`src/rtl/errlog_pkg.sv`:
```
package errlog_pkg;
  localparam int unsigned ERR_W    = 32;
  localparam int unsigned CORR_POS = 24;
  localparam int unsigned NFAT_POS = 23;

  typedef enum logic {
    SEL_FIRST = 1'b0,
    SEL_NEXT  = 1'b1
  } reg_sel_e;
endpackage

```
`src/rtl/errlog_rst_sync.sv`:
```
module errlog_rst_sync (
  input  logic clk_i,
  input  logic rst_ni,
  output logic rst_sync_no
);
  logic [1:0] stage_q;

  always_ff @(posedge clk_i or negedge rst_ni) begin
    if (!rst_ni) stage_q <= 2'b00;
    else         stage_q <= {stage_q[0], 1'b1};
  end

  assign rst_sync_no = stage_q[1];
endmodule

```
`src/rtl/errlog_prio.sv`:
```
module errlog_prio #(
  parameter int unsigned W = 32
) (
  input  logic [W-1:0] req_i,
  output logic [W-1:0] grant_o
);
  // Highest-numbered request wins.
  logic taken;

  always_comb begin
    taken   = 1'b0;
    grant_o = '0;
    for (int i = int'(W) - 1; i >= 0; i--) begin
      grant_o[i] = req_i[i] & ~taken;
      taken      = taken | req_i[i];
    end
  end
endmodule

```
`src/rtl/errlog_next.sv`:
```
module errlog_next #(
  parameter int unsigned W        = 32,
  parameter int unsigned CORR_POS = 24,
  parameter int unsigned NFAT_POS = 23
) (
  input  logic [W-1:0] first_q_i,
  input  logic [W-1:0] next_q_i,
  input  logic [W-1:0] err_i,
  input  logic [W-1:0] clr_first_i,
  input  logic [W-1:0] clr_next_i,
  output logic [W-1:0] first_d_o,
  output logic [W-1:0] next_d_o
);
  localparam logic [W-1:0] ONE   = {{(W-1){1'b0}}, 1'b1};
  localparam logic [W-1:0] CMASK = ONE << CORR_POS;
  localparam logic [W-1:0] NMASK = ONE << NFAT_POS;

  logic [W-1:0] first_kept, next_kept, events, req, grant;
  logic         corr_hit, corr_repeat, slot_free;

  always_comb begin
    first_kept  = first_q_i & ~clr_first_i;
    next_kept   = next_q_i & ~clr_next_i;
    corr_hit    = err_i[CORR_POS];
    corr_repeat = corr_hit & first_kept[CORR_POS];
    events      = (err_i & ~CMASK) | (corr_repeat ? NMASK : '0);
    slot_free   = ~|(first_kept & ~CMASK);
    req         = slot_free ? events : '0;
  end

  errlog_prio #(.W(W)) u_prio (
    .req_i   (req),
    .grant_o (grant)
  );

  always_comb begin
    first_d_o = first_kept | grant | ((corr_hit && !corr_repeat) ? CMASK : '0);
    next_d_o  = next_kept | (events & ~grant);
  end
endmodule

```
`src/rtl/errlog_first_capture.sv`:
```
module errlog_first_capture
  import errlog_pkg::*;
#(
  parameter int unsigned ERR_W_P    = ERR_W,
  parameter int unsigned CORR_POS_P = CORR_POS,
  parameter int unsigned NFAT_POS_P = NFAT_POS
) (
  input  logic               clk_i,
  input  logic               rst_ni,
  input  logic [ERR_W_P-1:0] err_i,
  input  logic               reg_wr_i,
  input  logic               reg_sel_i,
  input  logic [ERR_W_P-1:0] reg_wdata_i,
  output logic [ERR_W_P-1:0] reg_rdata_o
);
  localparam logic [ERR_W_P-1:0] CMASK = {{(ERR_W_P-1){1'b0}}, 1'b1} << CORR_POS_P;

  logic               rst_n;
  reg_sel_e           sel;
  logic [ERR_W_P-1:0] first_q, next_q, first_d, next_d;
  logic [ERR_W_P-1:0] clr_first, clr_next;
  logic               upd_en;

  errlog_rst_sync u_rst_sync (
    .clk_i       (clk_i),
    .rst_ni      (rst_ni),
    .rst_sync_no (rst_n)
  );

  always_comb begin
    sel       = reg_sel_e'(reg_sel_i);
    clr_first = (reg_wr_i && sel == SEL_FIRST) ? reg_wdata_i : '0;
    clr_next  = (reg_wr_i && sel == SEL_NEXT)  ? reg_wdata_i : '0;
    upd_en    = reg_wr_i | (|err_i);
  end

  errlog_next #(
    .W        (ERR_W_P),
    .CORR_POS (CORR_POS_P),
    .NFAT_POS (NFAT_POS_P)
  ) u_next (
    .first_q_i   (first_q),
    .next_q_i    (next_q),
    .err_i       (err_i),
    .clr_first_i (clr_first),
    .clr_next_i  (clr_next),
    .first_d_o   (first_d),
    .next_d_o    (next_d)
  );

  always_ff @(posedge clk_i or negedge rst_n) begin
    if (!rst_n) begin
      first_q <= '0;
      next_q  <= '0;
    end else if (upd_en) begin
      first_q <= first_d;
      next_q  <= next_d;
    end
  end

  assign reg_rdata_o = (sel == SEL_FIRST) ? first_q : next_q;


  first_onehot_chk: assert property (@(posedge clk_i) disable iff (!rst_n)
    $onehot0(first_q & ~CMASK));


  first_sticky_chk: assert property (@(posedge clk_i) disable iff (!rst_n)
    !reg_wr_i |=> ((first_q & $past(first_q)) == $past(first_q)));


  next_sticky_chk: assert property (@(posedge clk_i) disable iff (!rst_n)
    !reg_wr_i |=> ((next_q & $past(next_q)) == $past(next_q)));


  corr_not_next_chk: assert property (@(posedge clk_i) disable iff (!rst_n)
    !next_q[CORR_POS_P]);


  corr_escalate_chk: assert property (@(posedge clk_i) disable iff (!rst_n)
    (err_i[CORR_POS_P] && first_q[CORR_POS_P] && !reg_wr_i)
      |=> (first_q[NFAT_POS_P] || next_q[NFAT_POS_P]));


  next_clear_chk: assert property (@(posedge clk_i) disable iff (!rst_n)
    (reg_wr_i && reg_sel_i && err_i == '0)
      |=> ((next_q & $past(reg_wdata_i)) == '0));
endmodule

```
`config.mk`:
```
export PLATFORM = sky130hd
export DESIGN_NAME = errlog_first_capture
export DESIGN_NICKNAME = d
export VERILOG_FILES = /design/src/rtl/errlog_pkg.sv /design/src/rtl/errlog_rst_sync.sv /design/src/rtl/errlog_prio.sv /design/src/rtl/errlog_next.sv /design/src/rtl/errlog_first_capture.sv
export SDC_FILE = /design/constraint.sdc
export NUM_CORES = 1
export LEC_CHECK = 0
export CAP_MARGIN = 5
export CORE_ASPECT_RATIO = 1.25
export CORE_UTILIZATION = 59
export CTS_CLUSTER_SIZE = 14
export DETAILED_ROUTE_END_ITERATION = 6
export DONT_BUFFER_PORTS = 1
export PLACE_DENSITY_LB_ADDON = 0.3
export SKIP_CTS_REPAIR_TIMING = 1
export SLEW_MARGIN = 20
export SYNTH_ARGS = -nofsm -noshare
export SYNTH_HDL_FRONTEND = slang
export SYNTH_SLANG_ARGS = --single-unit
```
`constraint.sdc`:
```
create_clock -name clk_i -period 2.8 [get_ports clk_i]
set_clock_uncertainty 0.15 [all_clocks]
set_input_delay 0.56 -clock clk_i [delete_from_list [all_inputs] [get_ports clk_i]]
set_output_delay 0.56 -clock clk_i [all_outputs]
set_load 0.01 [all_outputs]
```
* After elaboration in Yosys (flattened, before gate mapping)
Index checks and enable logic that the tools add are counted.
Word-level totals: register bits 66, bits of input ports 68, output and inout bits 32, logic and storage cells 120
Cells by class: muxes and demuxes 6, bitwise gates (word level) 105, reduce and logical (&&, ||, !) cells 6
Operators with widths (number):
- two-way mux 32 bit | 4
- OR 32 bit | 4
- bitwise AND 32 bit | 3
- inverter 32 bit | 3
- bitwise AND 1 bit | 32
- inverter 1 bit | 32
- OR reduction 32 bit | 1
- OR 1 bit | 31
- OR reduction 31 bit | 1
- two-way mux 25 bit | 1
- two-way mux 24 bit | 1
- logical AND 1 bit | 3
- zero test 1 bit | 1

* Logic depth before layout (Yosys ltp)
Gate-level depths: netlist (run 1).
depth in word-level cells 44, depth in mapped cells 9

* By module
Synthesis (run 1) repeated with hierarchy kept, for this count alone.
Unflattened totals: cell total of the unflattened synthesis 526, area, all modules 5216.3 um^2
Modules (own cells, without submodules):
- errlog_first_capture | instances 1, cells an instance 256, area each 3280.6 um^2, sequential area each 1601.5 um^2
- errlog_next | instances 1, cells an instance 209, area each 1467.7 um^2, sequential area each 0.0 um^2
- errlog_prio | instances 1, cells an instance 58, area each 414.1 um^2, sequential area each 0.0 um^2
- errlog_rst_sync | instances 1, cells an instance 3, area each 53.8 um^2, sequential area each 50.0 um^2

* Least setup slack after synthesis (run 1)
No wires, ideal clock.
kind input to register, start point in err_i[26], end point reg next_q[0], setup time 0.154 ns, data arrival time 2.088 ns, required time 2.496 ns, path slack 0.408 ns, stages 8, path buffers 1, cells stage by stage or4_1 -> a31o_1 -> nor3_2 -> nand2_1 -> nor3_4 -> and2_4 -> buf_8 -> a41oi_1
Between the ends: word-level cells in the longest chain between the ends 33, elaborated cells between the ends (all ways) 35
Ends and longest elaborated chain:
- start, declared | line errlog_first_capture.sv:10 | input logic [ERR_W_P-1:0] err_i,
- OR 32 bit | line errlog_next.sv:26 | events = (err_i & ~CMASK) | (corr_repeat ? NMASK : '0);
- two-way mux 32 bit | line errlog_next.sv:28 | req = slot_free ? events : '0;
- OR 1 bit (26 in a row) | line errlog_prio.sv:15 | taken = taken | req_i[i];
- inverter 1 bit | line errlog_prio.sv:14 | grant_o[i] = req_i[i] & ~taken;
- bitwise AND 1 bit | line errlog_prio.sv:14
- inverter 32 bit | line errlog_next.sv:38 | next_d_o = next_kept | (events & ~grant);
- bitwise AND 32 bit | line errlog_next.sv:38
- OR 32 bit | line errlog_next.sv:38
- end signal, assigned | line errlog_first_capture.sv:57 | next_q <= next_d;
- end, declared | line errlog_first_capture.sv:20 | logic [ERR_W_P-1:0] first_q, next_q, first_d, next_d;
Parallel ways exist; a longest one is shown, timed or not. A chain may end at the register's enable or synchronous reset.

* Worst setup path in the final report (run 1)
start point reg first_q[14], end point reg first_q[17]
Between the ends: word-level cells in the longest chain between the ends 20
Ends and longest elaborated chain:
- start, declared | line errlog_first_capture.sv:20
- start signal, assigned | line errlog_first_capture.sv:56 | first_q <= first_d;
- bitwise AND 32 bit (*) | line errlog_next.sv:22 | first_kept = first_q_i & ~clr_first_i;
- OR reduction 31 bit (*) | line errlog_next.sv:27 | slot_free = ~|(first_kept & ~CMASK);
- two-way mux 32 bit (*) | line errlog_next.sv:28
- OR 1 bit (13 in a row) | line errlog_prio.sv:15
- inverter 1 bit | line errlog_prio.sv:14
- bitwise AND 1 bit (*) | line errlog_prio.sv:14
- OR 32 bit (*) (2 in a row) | line errlog_next.sv:37 | first_d_o = first_kept | grant | ((corr_hit && !corr_repeat) ? CMASK : '0);
Every way passes the cells marked *; elsewhere a longest branch is shown, timed or not.

==> flow_results.org, run 1 <==
** Status
- The run finished with clean final reports.

** Finish
- Register Area :: 1650 um^2
- Final Net Count :: 502
- Summing all multi-input logic gate instances after layout gives 1720 um^2.
- Most frequent standard cell in the layout excluding fill and tap cells :: nand2_1
- Number of standard cells in the final layout excluding fillers :: 521
- Fraction of final layout cells sized beyond drive strength 1 :: 10.7%
- Compared with the post-synthesis result, the final layout area differs by 8.79%.
- The layout has 491 filler cells.
- 0 antenna diodes ended up in the layout.
- Most frequent cells in the layout :: 113 x nand2_1, 65 x dfrtp_1, 40 x inv_1, 40 x o21ai_0, 19 x a22o_1

** CTS
- Clock Tree Root :: clkbuf_8
- Clock latency reported for the late side of the worst-skew pair :: 340 ps
- CTS tree :: built
- Buffer levels on the longest clock path :: 2
- Clock tree synthesis found a total of 66 sinks.
- CTS H-tree lvls :: 3
- Clock tree synthesis inserted a total of 9 buffers.
- CTS clock-pin slew for the worst setup and hold paths :: 70 ps

** Place
- Detailed placement ended at an HPWL of 7410 um.
- Routability-driven placement finished with a final weighted congestion of 0.922.
- Placed Cells incl. Taps :: 504
- Number of port buffers :: 0
- At the placement stage, the worst setup path has a slack of 208 ps.

** Routing
- Per-cell routed wire length :: 18.8 um
- Antenna-violating nets left :: 0
- Dividing the detail-routed via count by the number of cells gives 6.22.
- Overall routed net length :: 9770 um
- Via count :: 3,243
- In the routed design, unresolved DRC markers number 0.
- For this run, the detailed router's first-pass iteration total came to 5.
- After the first detailed-routing iteration, the DRC count stood at 329.

** Floorplanning
- Area of the placeable core :: 5860 um^2
- The die is 71.9 um wide.
- Placement row count :: 31
- IO Count :: 100
- Effective utilization at floorplan :: 61.5%
- Die Span Y :: 89.4 um
- The die covers 6420 um^2.

** STA
- Setup repair after global routing left no endpoint under its margin.
- Post-route worst setup slack :: 339 ps
- Number of setup violations in the final report :: 0
- In the finished design, the share of the clock period the worst path needs comes to 87.9%.
- Summed negative setup slack over all endpoints :: 0 ps
- Fin crit period :: 2460 ps
- Worst hold margin :: 162 ps
- Final hold viol count :: 0
- In this run the tightest slew margin relative to its limit is 45.6%.
- At the pin with the least slew margin, the transition time is 816 ps.
- Fmax :: 406 MHz
- The max-slew violation total from the final report is 0.

** Global route
- Pin count of the biggest net entering global routing :: 64
- Overflow left after global routing :: 0
- The number of global-route vias before repair is 3,203.
- The number of antenna violations at the first check in global routing came to 0.
- Global-route wire length before repair :: 15,600 um
- GRT Total Usage :: 32.4%

** Worst setup path
- Cells along the critical path :: inv_1, o22ai_1, nor4_1, nand4_2, nor4_1, buf_4, and2_1, a31o_2
- STA puts the critical path data arrival time at 2600 ps.
- Slowest cell on crit path :: nor4_1
- Together, buffers and inverters on the worst path number 2.
- By startpoint and endpoint, the worst setup path is classified as register to register.
- STA classifies the critical path endpoint as a register.
- For the worst setup path, the data required time is 2930 ps.
- Critical path peak fanout :: 4
- For this run, the slowest stage of the critical path takes 420 ps.
- Worst path top cell family by delay :: simple AND/OR/NAND/NOR gates
- Cell repeated most along the worst path :: nor4_1
- STA classifies the critical path startpoint as a register.

** Synth
- Post-synthesis async set-or-reset flop share :: 100%
- EDFF count, synth :: 0
- Synthesis inferred 66 register bits.
- Synthesis produced 425 cells.
- Count of synthesis-stage warnings from yosys :: 0
- Proportion of synthesized chip area in sequential cells :: 45.8%
- Synthesized cell area :: 3600 um^2
- The number of nets handed over by synthesis was 493.
- Synth cell types :: 46
- Dividing the synthesized area by the synthesized cell count gives 8.48 um^2.
- For this run, the leading register cell type out of synthesis is dfrtp_1.

** Hold path
- The tightest min-delay check is of the input port to register type.

** Run
- The tool flagged a number of max-cap violations equal to 0.

** Pwr
- Leakage power total :: 1.70 nW
- Total design power :: 2.19 mW
- For this design the ratio of total power to cell area is 558 nW/um^2.
- The worst-case IR drop observed on VDD is 0.330 mV.
-- synth_stat cells (all sizes together), types with 2 or more instances --
master / instances / area (um^2)
a22o: 19 / 166
nor4: 14 / 100
and3: 3 / 20.0
nand2: 113 / 424
a21o: 4 / 30.0
a31o: 6 / 52.6
a21oi: 18 / 90.1
o21ai: 40 / 200
a41oi: 2 / 17.5
a21boi: 4 / 30.0
inv: 40 / 150
and2: 3 / 21.3
a31oi: 6 / 37.5
nand2b: 2 / 15.0
nand4: 4 / 31.3
o22ai: 14 / 87.6
nor3b: 2 / 20.0
buf: 9 / 55.1
nor2b: 2 / 20.0
dfrtp: 66 / 1650
nand3b: 2 / 15.0
nor2: 12 / 45.0
a41o: 2 / 20.0
clkbuf: 8 / 30.0
a32o: 10 / 100
nor3: 5 / 46.3
mux2: 4 / 45.0
nand3: 6 / 30.0
-- flip-flops by register name, summed over array words and instances, names as in the netlist --
signal / flops
next_q: 32
first_q: 32
u_rst_sync.stage_q: 2
-- through the flow --
step                      utilization [%]  instance area (um^2)
after floorplan                         -                  3600
after CTS                            66.7                  3910
final                                66.9                  3920
after global placement               63.6                  3730
after detailed placement             63.6                  3730
after global routing                 66.9                  3920
-- layer usage --
metal,GRT usage [%],share of wire (%)
met1,38.8,39
met2,55.1,50
met3,9.36,8.8
met4,13.0,2.7
met5,0,0
-- layout make-up --
cell class              count  share of cell area [%]
repair buffers             15                    2.94
well taps                  82                    2.62
multi-input cells         302                    43.8
flip-flops and latches     66                    42.2
clock buffers              14                    4.41
clock inverters             2                   0.255
inverters                  40                    3.83
-- power by group --
group | internal [mW] | switching [mW]
sequential | 1.01 | 0.0472
combinational | 0.153 | 0.230
clock | 0.392 | 0.355
total | 1.56 | 0.632
-- final timing paths --
path	start	end	slack (ps)	depth (start not counted)
worst max-delay path	first_q[14]	first_q[17]	340	8
worst min-delay path	err_i[24]	first_q[24]	160	1
worst max register to register	first_q[14]	first_q[17]	340	8
worst min register to register	u_rst_sync.stage_q[0]	u_rst_sync.stage_q[1]	200	0
max in group asynchronous	u_rst_sync.stage_q[1]	first_q[28]	1470	1
min in group asynchronous	u_rst_sync.stage_q[1]	next_q[29]	210	0
-- kinds of logic after synthesis --
logic type	count (synthesis)	share of synthesized area, %
simple gates	170	22.8
compound gates	127	23.5
flops	66	45.8
buf+inv	57	6.53
mux	4	1.25
other cells	1	0.104
-- worst register-to-register path: cells and delay by family (launching register included) --
kind | cells | cell delay (ps)
flops | 1 | 400
buf+inv | 2 | 310
compound gates | 2 | 290
simple gates | 4 | 1260
Note: power is estimated with default switching activity, not from simulation.
==> run 2: changes to the inputs <==
--- a/config.mk
+++ b/config.mk
@@ -8,6 +8,7 @@
 export CAP_MARGIN = 5
 export CORE_ASPECT_RATIO = 1.25
 export CORE_UTILIZATION = 59
+export CTS_CLUSTER_DIAMETER = 80
 export CTS_CLUSTER_SIZE = 14
 export DETAILED_ROUTE_END_ITERATION = 6
 export DONT_BUFFER_PORTS = 1
@@ -16,4 +17,5 @@
 export SLEW_MARGIN = 20
 export SYNTH_ARGS = -nofsm -noshare
 export SYNTH_HDL_FRONTEND = slang
+export SYNTH_HIERARCHICAL = 1
 export SYNTH_SLANG_ARGS = --single-unit
==> run 2 against run 1 <==
- the run now ends with negative setup slack left
- non-clock buffer count rose by 86
- die area rose by 44%
- maximum frequency fell by 32%
- global-route usage fell by 1.5 points
- combinational power rose to 13 times the previous value
- setup slack got worse by 1200 ps
- first-iteration DRC count fell by 18%
- design area rose by 76%
- sequential cell count did not move
- register-to-register slack got worse by 920 ps
- sequential share of layout area fell by 18 points
- wire length rose by 57%
- critical endpoint is now first_q[20]
- highest routed layer unchanged
==> flow_results.org, run 2 <==
** Worst setup path
- STA classifies the critical path endpoint as a register.
- Cells along the critical path :: nor2b_4, buf_8, and2_4, nor2b_2, a2111oi_4, nand4_4, buf_12, nor4_4, or4_4, buf_4, nor4_2, buf_4, and3_1, and2_1, or2_2, mux2_2
- Reg2reg setup slack :: -580 ps
- At the worst endpoint, the arrival time is 3700 ps.
- The endpoint identified for the worst register-to-register timing path is next_q[0].
- Crit path kind :: input port to register
- Count of cells along the worst register-to-register path :: 12
- Required time of the critical path :: 2880 ps
- Delay of the slowest critical-path stage :: 420 ps
- Critical path peak fanout :: 34
- STA classifies the critical path startpoint as an input port.
- Slowest cell on crit path :: a2111oi_4
- Cell repeated most along the worst path :: buf_4
- Reg-to-reg startpoint :: first_q[22]

** Floorplanning
- The initial utilization of the core area, before any placement, comes to 60.3%.
- In this run the standard cell core region covers 8650 um^2.
- The floorplan step defined a die boundary enclosing 9220 um^2.
- Die Span Y :: 107 um
- During I/O placement, the number of pins put on the boundary was 100.
- Measured along the x axis, the die boundary spans 86.1 um.
- In this run the core area contains 38 standard-cell rows.

** Pwr
- Registers are responsible for 17.9% of the overall power.
- Leakage power total :: 3.33 nW
- VDD IR max :: 0.653 mV
- The clock network is responsible for 9.7% of the overall power.
- Summed over all nets, the switching power comes to 3.12 mW.
- The internal portion of the total power is 3.96 mW.
- Net switching is 44.1% of the power.
- Summing internal, switching and leakage power gives 7.07 mW.
- Per report_power, the combinational group accounts for 72.4% of the total.
- For this design the ratio of total power to cell area is 1020 nW/um^2.

** Synth
- Dominant cells by area after synthesis :: dfrtp_1 32%, mux2_2 20%, nor4_2 7.4%
- By area, the combinational part of the netlist is dominated by simple AND/OR/NAND/NOR gates.
- Count of synthesis-stage warnings from yosys :: 6
- Adder and majority cell fraction of the synthesized area :: 0%
- Summing the areas of all and, or, nand and nor instances in the mapped netlist gives 32.9% of the synthesized area.
- Of all cell types, the one taking the most synthesized area is dfrtp_1.
- Of the total synthesized cell area, the portion taken by XOR and XNOR cells is 0%.
- In this run the mean area of a mapped cell was 9.92 um^2.
- The share of synthesized area in the top cell type comes to 31.7%.
- Share of cell area taken by muxes after synthesis :: 20.7%
- In this run, distinct cell masters in the synthesized netlist total 37.
- Synth Area in Compound Gates :: 5.54%
- Synthesized cell area :: 5220 um^2
- Among all flip-flop cells after synthesis, the most frequent one is dfrtp_1.
- In the synthesized netlist, the cells that appear most often are 91 x mux2_2, 67 x inv_1, 66 x dfrtp_1.
- The synthesized design contains 0 enable-type register cells.
- The synthesized design contains 66 register bits.
- Synthesis produced a netlist whose cell count is 526.
- The share of the Yosys chip area taken by registers is 31.7%.
- In the post-synthesis netlist, the cell with the most instances is mux2_2.
- For this run, asynchronously set or reset flops after synthesis account for 100%.

** Global route
- Global-route wire length before repair :: 21,900 um
- Pin count of the biggest net entering global routing :: 66
- GRT Total Usage :: 30.8%
- Initial antenna violation count :: 0
- After global routing the overflow that remains totals 0.
- The number of global-route vias before repair came to 4,491.

** STA
- Portion of the clock cycle consumed by the worst path in the final layout :: 129%
- Fin crit period :: 3630 ps
- In this run the tightest slew margin relative to its limit is 44.7%.
- Number of setup violations in the final report :: 59
- Across all hold checks on the routed design, the worst slack comes to 203 ps.
- Measured slew at the worst slew-check pin :: 830 ps
- In the post-route analysis, the smallest setup slack over all paths is -825 ps.
- Timing would allow up to 276 MHz.
- Final hold viol count :: 0
- Adding up every negative setup slack in the final design gives -35,760 ps.
- Final number of max-transition violations :: 0
- Unrepaired setup endpoints after global routing :: true

** Finish
- Cells fill 79.9% of the core in the end.
- Final Net Count :: 680
- Compared with the post-synthesis result, the final layout area differs by 32.5%.
- Registers take 1650 um^2.
- Most frequent cells in the layout :: 83 x buf_4, 81 x mux2_2, 66 x inv_1
- Leaving out filler cells and counting taps, the final layout contains 734.
- Most frequent standard cell in the layout excluding fill and tap cells :: buf_4
- FILL cells :: 499
- Summing all multi-input logic gate instances after layout gives 3790 um^2.
- Top Registers :: first_q: 32 flops, next_q: 32 flops, u_rst_sync/stage_q: 2 flops
- Count of antenna diodes in the layout :: 0
- After routing the design area is 6910 um^2.
- In the final layout, the share of cells above drive strength 1 is 56.5%.

** Place
- In this run the cell area measured after placement is 6090 um^2.
- Placed Cells incl. Taps :: 711
- Final weighted congestion in routability-driven placement :: 0.900
- Number of port buffers :: 0
- Before CTS, the worst setup slack after placement is -1070 ps.
- Summed over all nets, the half-perimeter wirelength after detailed placement is 10,100 um.

** Routing
- Before antenna repair, the detailed router went through 4 iterations.
- Antenna-violating nets left :: 0
- Via/cell ratio :: 6.09
- After the first detailed-routing iteration, the DRC count stood at 269.
- In the routed design, unresolved DRC markers number 0.
- Per-cell routed wire length :: 20.9 um
- The routed layout has 4,467 vias.
- Wires add up to 15,400 um.

** CTS
- Clock Tree Root :: clkbuf_8
- TritonCTS built the clock tree.
- Buffer levels on the longest clock path :: 2
- After clock tree synthesis, the clock-pin slew on the worst setup and hold paths is 70 ps.
- CTS H-tree lvls :: 3
- TritonCTS created 9 clock buffers.
- Clock latency reported for the late side of the worst-skew pair :: 350 ps
- The tree built by TritonCTS fans out to 66 sinks.

** Run
- Max-capacitance violation count :: 0

** Status
- The flow ran to the end, but the final reports show violations.
- The checks that failed: negative setup slack.

** Hold path
- Start point of the worst hold path :: u_rst_sync/stage_q[0]
- The path class of the tightest hold or removal check is register to register.
- Counting instances, the worst hold path has a depth of 0.
- Worst min-delay path endpoint :: u_rst_sync/stage_q[1]
## run 2: changes by cell type after synthesis, sizes merged, moves of 19 or more
cell   previous run  this run
and2              3        38
and3              3        43
nand2           113         1
a22o             19         0
inv              40        67
mux2              4        96
nor4             14        46
o21ai            40         0
nor2b             2        25
or2               0        21
## run 2: cell type report
cell class / instances / share of cell area (%)
clock inverter: 1 / 0.0724
multi-input combinational: 367 / 54.9
inverter: 67 / 3.64
tap: 120 / 2.17
timing repair buffer: 101 / 13.2
clock buffer: 12 / 2.10
sequential: 66 / 23.9
## run 2: power by group through the flow
stage               clock (mW)  sequential (mW)  combinational, mW
detailed placement           0             1.27               3.85
finish                   0.689             1.26               5.12
global route             0.735             1.29               5.36
CTS                      0.695             1.25               3.88
global placement             0             1.25               3.74
floorplan                    0             1.25               2.61
## run 2: worst max-delay path by stage
stage | startpoint | to | slack (ps) | cells after the start
2_1_floorplan | reg_wr_i | next_q[11] | -800 | 14
3_3_place_gp | reg_wr_i | first_q[19] | -1020 | 16
3_5_place_dp | reg_wr_i | next_q[11] | -1070 | 15
4_1_cts | reg_wr_i | next_q[11] | -730 | 15
5_1_grt | reg_wr_i | first_q[19] | -910 | 16
6_report | reg_wr_i | first_q[20] | -830 | 16
## run 2: logic make-up (layout without fill, tap and decap cells)
logic type,count (synthesis),count (layout)
and+or+nand+nor,225,225
muxes,96,96
buffers and inverters,96,181
DFF,66,66
AOI/OAI and AO/OA,41,41
other,2,5
## run 2: worst max-delay path, delay by kind of cell
| kind | cells | cell delay, ps |
|---|---|---|
| compound gates | 1 | 420 |
| buf+inv | 4 | 680 |
| mux | 1 | 270 |
| simple gates | 10 | 1770 |
## run 2: layer usage
layer	part of all wire, %	routed length, um	track usage, %
met4	3.7	569	14.8
met5	0	0	0
met3	5.8	884	6.70
met1	39	5950	37.8
met2	52	7970	51.1
==> run 3: changes to the inputs <==
==> constraint.sdc (replaced) <==
create_clock -name clk_i -period 2.8 [get_ports clk_i]
set_clock_uncertainty 0.15 [all_clocks]
set_input_delay 0.14 -clock clk_i [delete_from_list [all_inputs] [get_ports clk_i]]
set_output_delay 0.14 -clock clk_i [all_outputs]
set_load 0.01 [all_outputs]
==> run 3 against run 2 <==
- the flow still finishes with violations (negative setup slack)
- maximum frequency up 7.5%
- final cell count is 0.27% higher
- power shrank 1.4%
- clock power up 5.7%
- utilization decreased by 1.9 points
- sequential share of layout area grew 0.58 points
- critical endpoint is now next_q[3]
- largest cell class unchanged
==> flow_results.org, run 3 (synthesis gave the netlist of run 2 again) <==
** Status
- Status :: finished with violations
- The checks that failed: negative setup slack.

** Floorplanning
- For this configuration, the core starts out at a cell density of 60.3%.
- In this run the horizontal extent of the chip is 86.1 um.
- IO Count :: 100
- Area of the placeable core :: 8650 um^2
- Die area :: 9220 um^2
- Die Span Y :: 107 um
- Placement row count :: 38

** Worst setup path
- Slowest cell on crit path :: or4_4
- Cells along the critical path :: nor2b_4, nor4_4, nand4_4, buf_8, nor4_4, or4_4, or4_4, nor3_4, and3_1, o22ai_1, mux2_4
- In this run the worst path has a maximum fanout of 7.
- Bufs and invs on worst path :: 1
- The worst setup path is captured at a register.
- Critical path launch point type :: register
- Required time of the critical path :: 2890 ps
- In this run the register-to-register setup slack is -570 ps.
- Delay of the slowest critical-path stage :: 580 ps
- Critical register-to-register path endpoint :: next_q[3]
- The critical path runs through a total of 11 cells.
- The most critical setup path has its startpoint at first_q[22].
- The most critical setup path has its endpoint at next_q[3].
- Count of cells along the worst register-to-register path :: 11
- In this run the critical register-to-register path is launched from first_q[22].
- STA puts the critical path data arrival time at 3470 ps.
- Crit path kind :: register to register
- Worst path top cell family by delay :: simple AND/OR/NAND/NOR gates

** STA
- Fin crit period :: 3370 ps
- For the pin with the worst max-slew slack, the measured transition is 758 ps.
- After layout, the worst setup slack is -572 ps.
- Portion of the clock cycle consumed by the worst path in the final layout :: 120%
- Setup repair after global routing could not meet its margin everywhere.
- Headroom to the max-slew limit came out at 49.5%.
- Fmax :: 297 MHz
- Adding up every negative setup slack in the final design gives -18,740 ps.
- Final number of max-transition violations :: 0
- Setup violations remaining at the end of the flow were counted as 52.
- Final hold viol count :: 0

** Finish
- Number of standard cells in the final layout excluding fillers :: 736
- The largest registers in the layout are first_q: 32 flops, next_q: 32 flops, u_rst_sync/stage_q: 2 flops.
- In the layout the commonest cells are 87 x buf_4, 85 x mux2_2, 67 x inv_1.
- Count of antenna diodes in the layout :: 0
- In the final layout, the multi-input gates occupy 3690 um^2.
- Cells with a size suffix above 1 make up 53.6% of the layout.
- Layout overhead on the synthesized area :: 29.4%
- FILL cells :: 548
- Register Area :: 1650 um^2
- Leaving out fill and tap cells, the most frequent cell in the layout is buf_4.
- Final Net Count :: 679

** Global route
- The total overflow left after global routing is 0.
- The number of global-route vias before repair is 4,466.
- The number of antenna violations at the first check in global routing came to 0.
- Global routing consumed, over all layers together, 30.9% of the routing resources.
- Entering global routing, the biggest net connects 66 pins.
- Global-route wire length before repair :: 21,900 um

** Pwr
- For this design the static power due to leakage is 3.25 nW.
- Across the VDD grid, the largest voltage drop is 0.768 mV.
- Power density normalized to cell area :: 1030 nW/um^2

** Run
- The tool flagged a number of max-cap violations equal to 0.

** CTS
- TritonCTS built the clock tree.
- Counting along the longest clock path gives a buffer depth of 2.
- Clock-pin slew was measured on the worst setup and hold paths at 70 ps.
- CTS H-tree lvls :: 3
- The number of clock buffers added by TritonCTS is 9.
- Clock latency on the worst-skew pair, taken at its later pin, is 360 ps.
- The tree is rooted in a clkbuf_8.
- TritonCTS sink count :: 66

** Place
- Final weighted congestion in routability-driven placement :: 0.868
- Detailed placement finished with a half-perimeter wire length of 9920 um.
- Placed Cells incl. Taps :: 698
- Port buffering added 0 buffers.

** Routing
- Count of TritonRoute iterations in the first routing pass :: 4
- The detailed router finished its first iteration with 296 violations.
- In this run the remaining antenna-violating nets after routing total 0.
- Via count :: 4,537
- Drc violations :: 0
- In the routed layout, each cell is associated on average with a via count of 6.16.
- Overall routed net length :: 15,800 um
- Per-cell routed wire length :: 21.5 um

** Hold path
- In this run the worst hold path is classified as input port to register.
==> run 3: changes by cell type in the layout (fill, tap and decap cells not counted), moves of 3 or more <==
| cell | previous run | this run |
|---|---|---|
| o22ai_2 | 9 | 3 |
| nand2b_4 | 4 | 0 |
| buf_6 | 6 | 2 |
| mux2_4 | 14 | 10 |
| o22ai_1 | 22 | 28 |
| and3_1 | 36 | 40 |
| buf_4 | 83 | 87 |
| mux2_2 | 81 | 85 |
| nand2b_1 | 6 | 10 |
| and3_4 | 7 | 3 |
| nor2b_4 | 14 | 17 |
==> run 3: through the flow <==
step                      hold WS [ps]  area, um^2  power [mW]  util [%]  worst slack (ps)
after global routing              35.4        6750        7.27      78.0              -645
after global placement            -306        5950        4.81      68.8              -745
final                             20.2        6750        6.97      78.0              -572
after floorplan                   -306        5420        3.86         -              -382
after detailed placement          -306        5950        4.92      68.8              -811
after CTS                         -695        6120        5.67      70.7              -679
==> run 3: layer usage <==
layer | global-route usage (%) | share of wire [%] | vias up | wire (um)
met3 | 7.70 | 7.1 | 48 | 1130
met1 | 36.4 | 37 | 2271 | 5830
met4 | 13.6 | 4.1 | 0 | 645
li1 | - | - | 2019 | -
met2 | 52.7 | 52 | 199 | 8220
met5 | 0 | 0 | - | 0
==> run 3: tightest hold or removal path, cell delays in order <==
cell	delay, ps
inv_1	60
o22ai_1	130
mux2_2	170
==> run 3: cell type report <==
| cell class | count | share of cell area, % |
|---|---|---|
| clock buffers | 13 | 2.21 |
| clock inverters | 3 | 0.222 |
| inverters | 67 | 3.73 |
| multi-input cells | 368 | 54.7 |
| flip-flops and latches | 66 | 24.5 |
| well taps | 120 | 2.22 |
| repair buffers | 99 | 12.4 |
==> run 3: worst min-delay path by stage <==
stage                     slack (ps)                     to       from  cells past startpoint
after global routing              40              next_q[3]   err_i[3]                      3
after global placement          -310  u_rst_sync/stage_q[0]     rst_ni                      0
final                             20             next_q[29]  err_i[29]                      3
after CTS                       -690  u_rst_sync/stage_q[1]     rst_ni                      0
after floorplan                 -310  u_rst_sync/stage_q[0]     rst_ni                      0
after detailed placement        -310  u_rst_sync/stage_q[0]     rst_ni                      0
==> run 3: where the power goes <==
group | internal (mW) | switching (mW)
sequential | 1.13 | 0.131
combinational | 2.38 | 2.60
clock | 0.342 | 0.385
